File: src/rtl/irq_arb_pkg.sv
package irq_arb_pkg;
    localparam int STD_W  = 19;
    localparam int EXT_W  = 16;
    localparam int WORD_W = 16;
    localparam int DEV_W  = 6;
    localparam int FN_W   = 4;

    localparam int BIT_START = 16;   // non-maskable start request
    localparam int BIT_NODEF = 17;   // not deferred
    localparam int BIT_ON    = 18;   // interrupts on

    localparam logic [WORD_W-1:0] JST_IND  = 16'o120000;
    localparam logic [DEV_W-1:0]  DEV_MASK = 6'o20;
    localparam logic [DEV_W-1:0]  DEV_RSVD = 6'o24;

    localparam logic [STD_W-1:0] PEND_QUAL = STD_W'(3) << BIT_NODEF;

    typedef struct packed {
        logic [STD_W-1:0]  std_req;
        logic [EXT_W-1:0]  std_enb;
        logic [EXT_W-1:0]  ext_req;
        logic [EXT_W-1:0]  ext_enb;
        logic              ext_mode;
        logic              prev_ext;
        logic              ack;
        logic [WORD_W-1:0] inj_word;
    } arb_state_t;
endpackage

File: src/rtl/irq_std_arb.sv
module irq_std_arb
    import irq_arb_pkg::*;
(
    input  logic [STD_W-1:0] req,
    input  logic [EXT_W-1:0] enb,
    output logic             take,
    output logic             pend_full
);
    logic [STD_W-1:0] qual;
    logic [STD_W-1:0] masked;

    always_comb begin
        // qualifier bits, non-maskable start bit, then the maskable field
        qual      = {2'b11, 1'b1, enb};
        masked    = req & qual;
        take      = masked > PEND_QUAL;
        pend_full = req[BIT_ON] & req[BIT_NODEF];
    end
endmodule

File: src/rtl/irq_ext_pick.sv
module irq_ext_pick #(
    parameter int W     = 16,
    parameter int IDX_W = (W > 1) ? $clog2(W) : 1
) (
    input  logic [W-1:0]     req,
    output logic             any,
    output logic [IDX_W-1:0] idx
);
    always_comb begin
        any = |req;
        idx = '0;
        // scan downward so the lowest active line is written last
        for (int i = W - 1; i >= 0; i--) begin
            if (req[i]) idx = IDX_W'(i);
        end
    end
endmodule

File: src/rtl/irq_mask_port.sv
module irq_mask_port
    import irq_arb_pkg::*;
#(
    parameter int EXT_LINES = 16
) (
    input  logic             valid,
    input  logic [DEV_W-1:0] dev,
    input  logic [FN_W-1:0]  fn,
    output logic             ld_std,
    output logic             ld_ext,
    output logic             bad
);
    localparam bit EXT_OK = (EXT_LINES == 16);

    logic hit_mask;
    logic hit_rsvd;

    always_comb begin
        hit_mask = valid && (dev == DEV_MASK);
        hit_rsvd = valid && (dev == DEV_RSVD);
        ld_std   = hit_mask && (fn == FN_W'(0));
        ld_ext   = hit_mask && (fn == FN_W'(1)) && EXT_OK;
        bad      = hit_rsvd ||
                   (hit_mask && (((fn == FN_W'(1)) && !EXT_OK) ||
                                 (fn == FN_W'(2)) || (fn == FN_W'(3))));
    end
endmodule

File: src/rtl/irq_mask_arbiter.sv
module irq_mask_arbiter
    import irq_arb_pkg::*;
#(
    parameter logic [WORD_W-1:0] STD_VEC      = 16'o63,
    parameter logic [WORD_W-1:0] EXT_BASE     = 16'o100,
    parameter int                EXT_LINES    = 16,
    parameter bit                EXT_ADDR_OPT = 1'b1
) (
    input  logic              clk,
    input  logic              rst_n,
    input  logic [STD_W-1:0]  std_set,
    input  logic [STD_W-1:0]  std_clr,
    input  logic [EXT_W-1:0]  ext_set,
    input  logic [EXT_W-1:0]  ext_clr,
    input  logic              insn_boundary,
    input  logic              wr_valid,
    input  logic [DEV_W-1:0]  wr_dev,
    input  logic [FN_W-1:0]   wr_fn,
    input  logic [WORD_W-1:0] wr_data,
    output logic              wr_bad,
    output logic              int_ack,
    output logic [WORD_W-1:0] inj_word,
    output logic              ext_mode,
    output logic              prev_ext_mode
);
    localparam int IDX_W = $clog2(EXT_W);

    arb_state_t s_d, s_q;

    logic             std_take;
    logic             pend_full;
    logic             ext_any;
    logic [IDX_W-1:0] ext_idx;
    logic             ext_take;
    logic             ld_std;
    logic             ld_ext;

    irq_std_arb u_std (
        .req       (s_q.std_req),
        .enb       (s_q.std_enb),
        .take      (std_take),
        .pend_full (pend_full)
    );

    irq_ext_pick #(.W(EXT_W), .IDX_W(IDX_W)) u_ext (
        .req (s_q.ext_req & s_q.ext_enb),
        .any (ext_any),
        .idx (ext_idx)
    );

    irq_mask_port #(.EXT_LINES(EXT_LINES)) u_port (
        .valid  (wr_valid),
        .dev    (wr_dev),
        .fn     (wr_fn),
        .ld_std (ld_std),
        .ld_ext (ld_ext),
        .bad    (wr_bad)
    );

    always_comb begin
        ext_take = !std_take && pend_full && ext_any;

        s_d         = s_q;
        s_d.ack     = 1'b0;
        // set wins over clear on the same bit
        s_d.std_req = (s_q.std_req & ~std_clr) | std_set;
        s_d.ext_req = (s_q.ext_req & ~ext_clr) | ext_set;
        if (ld_std) s_d.std_enb = wr_data;
        if (ld_ext) s_d.ext_enb = wr_data;

        if (insn_boundary && (std_take || ext_take)) begin
            s_d.ack      = 1'b1;
            s_d.inj_word = std_take ? (JST_IND | STD_VEC)
                                    : (JST_IND | (EXT_BASE + WORD_W'(ext_idx)));
            s_d.prev_ext = s_q.ext_mode;
            if (EXT_ADDR_OPT) s_d.ext_mode = 1'b1;
            s_d.std_req[BIT_ON] = 1'b0;
        end
    end

    always_ff @(posedge clk) begin
        if (!rst_n) s_q <= '0;
        else        s_q <= s_d;
    end

    assign int_ack       = s_q.ack;
    assign inj_word      = s_q.inj_word;
    assign ext_mode      = s_q.ext_mode;
    assign prev_ext_mode = s_q.prev_ext;
endmodule

File: config.mk
export PLATFORM = sky130hd
export DESIGN_NAME = irq_mask_arbiter
export DESIGN_NICKNAME = d
export VERILOG_FILES = /design/src/rtl/irq_arb_pkg.sv /design/src/rtl/irq_std_arb.sv /design/src/rtl/irq_ext_pick.sv /design/src/rtl/irq_mask_port.sv /design/src/rtl/irq_mask_arbiter.sv
export SDC_FILE = /design/constraint.sdc
export NUM_CORES = 1
export LEC_CHECK = 0
export ABC_AREA = 0
export ABC_CLOCK_PERIOD_IN_PS = 3200
export BUFFER_PORTS_ARGS = -buffer_cell sky130_fd_sc_hd__buf_2
export CORE_MARGIN = 10
export CORE_UTILIZATION = 55
export CTS_BUF_LIST = sky130_fd_sc_hd__clkbuf_4
export DETAILED_ROUTE_END_ITERATION = 8
export PLACE_DENSITY_LB_ADDON = 0.08
export SETUP_SLACK_MARGIN = 0.3
export SLEW_MARGIN = 25
export SYNTH_ARGS = -nofsm -noshare
export SYNTH_HDL_FRONTEND = slang
export SYNTH_SLANG_ARGS = --single-unit
File: constraint.sdc
create_clock -name clk -period 3.2 [get_ports clk]
set_input_delay 0.8 -clock clk [delete_from_list [all_inputs] [get_ports clk]]
set_output_delay 0.8 -clock clk [all_outputs]
set_load 0.005 [all_outputs]
* Word-level counts from Yosys, hierarchy flattened *
Cells that the tools add are included.

word-level totals
  bits in registers = 86
  latch bits = 0
  RAM bits = 0
  memory bits (read-only) = 0
  input port bits = 100
  output and inout bits = 20
  logic and storage cells = 59
  memories = 0

cells by class
  add/sub/neg operators = 1
  multiply operators = 0
  divide/modulo/power cells = 0
  $lt $le $gt $ge = 1
  equality and inequality tests = 5
  shift operators = 0
  multiplexer cells = 18
  bitwise operators = 10
  reductions and logical operators = 15

operators by type and width
  operator                count
  $mux W4                 16
  $and A19 B19 Y19        2
  $and A16 B16 Y16        2
  $gt A19 B19 Y1 const B  1
  $not A19 Y19            1
  $or A19 B19 Y19         1
  $mux W17                1
  $not A16 Y16            1
  $or A16 B16 Y16         1
  $reduce_or A16 Y1       1
  $eq A6 B5 Y1 const B    2
  $add A7 B4 Y8 const A   1
  $eq A4 B2 Y1 const B    2
  $logic_and A1 B1 Y1     8
  $mux W8                 1
  $eq A4 B1 Y1 const B    1
  $logic_not A4 Y1        1
  $logic_or A1 B1 Y1      3
  $reduce_or A2 Y1        1
  $and A1 B1 Y1           1
  $logic_not A1 Y1        1
  $not A1 Y1              1

* Logic depth before layout (Yosys ltp) *
  depth after elaboration = 20
  depth in mapped cells = 7
  mapped depth without buffers = 5

* Modules after synthesis *
From an unflattened synthesis, not the netlist that was laid out.

unflattened totals
  cells, all modules = 373
  area, all modules = 3,214.3 um^2

modules (own cells, without submodules)
  module            instances  cells each  area each (um^2)  sequential area each (um^2)
  irq_mask_arbiter  1          318         2,879.0           1,521.5
  irq_ext_pick      1          34          176.4             0.0
  irq_std_arb       1          12          88.8              0.0
  irq_mask_port     1          9           70.1              0.0

* Least setup slack after synthesis *
No wires, ideal clock.

  path kind = in2out
  start = in wr_dev[1]
  end = out wr_bad
  arrival = 1.334 ns
  required time = 2.400 ns
  path slack = 1.066 ns
  cell stages on the path = 3
  cells stage by stage = nor4_2 nand3_1 nor2_1

between the ends
  cells in the longest elaborated chain, start to end = 4

ends and longest elaborated chain
  item                    RTL line                RTL
  start: declaration      irq_mask_arbiter.sv:17  input logic [DEV_W-1:0] wr_dev,
  $eq A6 B5 Y1            irq_mask_port.sv:19     hit_mask = valid && (dev == DEV_MASK);
  $logic_and A1 B1 Y1     irq_mask_port.sv:19
  $logic_and A1 B1 Y1     irq_mask_port.sv:24     (hit_mask && (((fn == FN_W'(1)) && !EXT_OK) ||
  $logic_or A1 B1 Y1 (*)  irq_mask_port.sv:23     bad = hit_rsvd ||
  end: declaration        irq_mask_arbiter.sv:20  output logic wr_bad,

Every way passes the cells marked *; elsewhere a longest branch is shown, timed or not.

* Final worst setup path *
Ends and elaborated chain as after synthesis.

==> flow_metrics.tcl <==
set metrics [dict create \
    status "finished clean" \
    cp_slowest_stage_delay_ps 300 \
    drt-pass1-iter-count 4 \
    nFillCells 483 \
    arrival_ps 1630 \
    yosys.area_share.simple_pct 15.8 \
    ys_ff_latch 76 \
    start_kind "primary input" \
    grt_max_degree 41 \
    endpoint_kind "output port" \
    r2r_end "inj_word[0]" \
    clock_sinks 76 \
    avgViaCountPerCell 5.04 \
    synth_area_leader_cell "dfxtp_1" \
    top_layer_used "met4" \
    path_clk_slew_ps 120 \
    cp_max_fo 2 \
    r2r-start "s_q[71]" \
    final.setup_skew_ps 23.1 \
    detail-route-antenna-nets 0 \
    clk_latency_ps 420 \
    period_minus_slack_ps 2430 \
    die_area_um2 9280 \
    initialDrtViolationCount 101 \
    finalSetupTns_ps 0 \
    critPathMostFrequentCell "buf_2" \
    clock_path_buffers 2 \
    crit_required_ps 2400 \
    wl_met1_mm 3.33 \
    slew_violations 0 \
    drive_above_1_share_pct 29.6 \
    track_usage_pct 17.1 \
    finalSetupViolCount 0 \
    cts_tree "yes" \
    fin_ws_ps 770 \
    power_frac_seq_pct 56.0 \
    wire_per_inst_um 14.6 \
    power.total_w 0.00179 \
    p_leak_nw 1.93 \
    synth_top_area_share_pct 47.5 \
    placed_cell_area_um2 3720 \
    dr_wl_met3_um 676 \
    grt_overflow 0 \
    num_rows 27 \
    hold_buffers 0 \
    reg2reg_depth 5 \
    cp_slowest_cell "nor4_2" \
    die_h_um 96.3 \
    synth_xor_area_share_pct 0 \
    hold_viol 0 \
    wirelength_mm 7.91 \
    synth_cell_types 42 \
    globalplace.congestion 0.787 \
    synthesis.area_um2 3200 \
    cts.htree.levels 3 \
    nets 565 \
    hold_class "reg2reg" \
    finalCritPeriodShare_pct 76.0 \
    rsz0062_at_grt "false" \
    tritoncts.num_buffers 9 \
    hold_ws_ps 467 \
    yosys_most_used_dff "dfxtp_1" \
    cts_resized 0 \
    power.density_nw_per_um2 461 \
    post_cts_buffers 0 \
    grt_pass1_wl_mm 12.4 \
    drc 0 \
    initial_utilization_pct 57.5 \
    synth_top_family_by_area "compound AO/OA/AOI/OAI gates" \
    synth_compound_area_share_pct 15.9 \
    wl_met2_mm 3.78 \
    synth-seq-area-share_pct 47.5 \
    combPwrFrac_pct 7.6 \
    rrSetupSlack_ps 1370 \
    synthAdderAreaFrac_pct 0 \
    fp.dieW_um 96.3 \
    hpwl_mm 6.23 \
    worstSetupPathType "in2out" \
    synth_edf_count 0 \
    grt_pass1_vias 2747 \
    antenna_found_initial 0 \
    place_ws_ps 766 \
    p_switching_w 0.000427 \
    syn_to_final_growth_pct 21.0 \
    fmaxAchievable_ghz 0.411 \
    yosys-top-cells-area "dfxtp_1, mux2i_1, nor2_1, a21oi_1, inv_1" \
    ios 120 \
    slew_headroom_pct 60.7 \
    crit_start "wr_dev[1]" \
    cap_viol_max_count 0 \
    crit_path_cell_trace "buf_2 > nor4_2 > nand3_1 > nor2_1 > buf_2" \
    clock-root-buffer "clkbuf_4" \
    num_vias 2730 \
    coreArea_um2 5570 \
    synthMuxAreaShare_pct 10.3 \
    power.internal_w 0.00136 \
    portBuffers 112 \
    fin_area_um2 3880 \
    ir_worst_vdd_v 0.000325 \
    antenna_cells 0 \
    p_clk_share_pct 36.4 \
    yosysWarnings 0 \
    worst_slew_pin_slew_ps 585 \
    synthCells 361 \
    synth.avg_cell_area_um2 8.87 \
    async_reset_ff_share_pct 0 \
    p_sw_share_pct 23.9 \
    endpoint "wr_bad" \
]
==> Yosys cell counts, drive strengths merged, types with 2 or more instances <==
cell type	n
dfxtp	76
nor2	70
a21oi	40
inv	37
mux2i	33
buf	19
nand2	18
a22oi	13
clkbuf	8
a22o	5
nand3	5
nand4	5
a31oi	3
nor4	3
o21ai	3
a32o	2
and3	2
nand2b	2
o32ai	2
==> worst max-delay path: cells and delay by family <==
family | cells | cell delay [ps]
and+or+nand+nor | 3 | 610
buffers and inverters | 2 | 220
==> final cells by class <==
type	instances	area, µm²	share of cell area (%)
Tap cell	72	90.1	2.32
Clock inverter	7	91.3	2.36
Clock buffer	9	67.6	1.74
Timing Repair Buffer	114	588	15.2
Sequential cell	76	1520	39.3
Multi-Input combinational cell	227	1380	35.6
Inverter	37	139	3.58
==> power groups by stage <==
| stage | registers [W] | logic (W) | clock network [W] |
|---|---|---|---|
| detailed placement | 0.00102 | 0.000136 | 0 |
| global placement | 0.00102 | 0.000132 | 0 |
| global route | 0.00101 | 0.000155 | 0.000705 |
| finish | 0.00100 | 0.000136 | 0.000651 |
| floorplan | 0.00101 | 0.0000663 | 0 |
| CTS | 0.00100 | 0.000137 | 0.000654 |
==> placed cells by master, fill, tap and decap left out, types with 2 or more instances in the layout <==
cell,instances
buf_2,112
dfxtp_1,76
nor2_1,70
a21oi_1,39
inv_1,36
mux2i_1,33
nand2_1,18
a22oi_1,13
clkbuf_4,9
conb_1,7
nand4_1,5
a22o_1,5
nand3_1,4
o21ai_0,3
a31oi_1,3
nand2b_1,2
o32ai_1,2
a32o_1,2
bufinv_16,2
clkinv_2,2
clkinv_4,2
==> layer usage <==
layer	vias up	track usage, %
li1	1417	-
met1	1226	19.1
met2	77	29.7
met3	10	5.14
met4	0	7.38
met5	-	0
==> flip-flops by register name, indices dropped and copies added (netlist names) <==
register and flops:
s_q 67, inj_word 7, int_ack 1, prev_ext_mode 1
==> metrics by stage <==
step | utilization [%] | cells
2_1_floorplan | - | 367
3_3_place_gp | 66.7 | 526
3_5_place_dp | 66.7 | 526
4_1_cts | 69.5 | 542
5_1_grt | 69.5 | 542
6_report | 69.5 | 542
==> kinds of logic after synthesis <==
| logic type | after synthesis |
|---|---|
| AOI/OAI and AO/OA | 77 |
| buffers and inverters | 64 |
| DFF | 76 |
| muxes | 33 |
| other | 1 |
| and+or+nand+nor | 110 |
==> how the worst min path moves through the flow <==
stage / from / to / cells past startpoint
detailed placement: prev_ext_mode / prev_ext_mode / 2
CTS: prev_ext_mode / prev_ext_mode / 2
finish: inj_word[3] / inj_word[3] / 2
global placement: prev_ext_mode / prev_ext_mode / 2
global route: inj_word[6] / inj_word[6] / 2
floorplan: inj_word[3] / inj_word[3] / 2
Note: power is estimated with default switching activity, not from simulation.
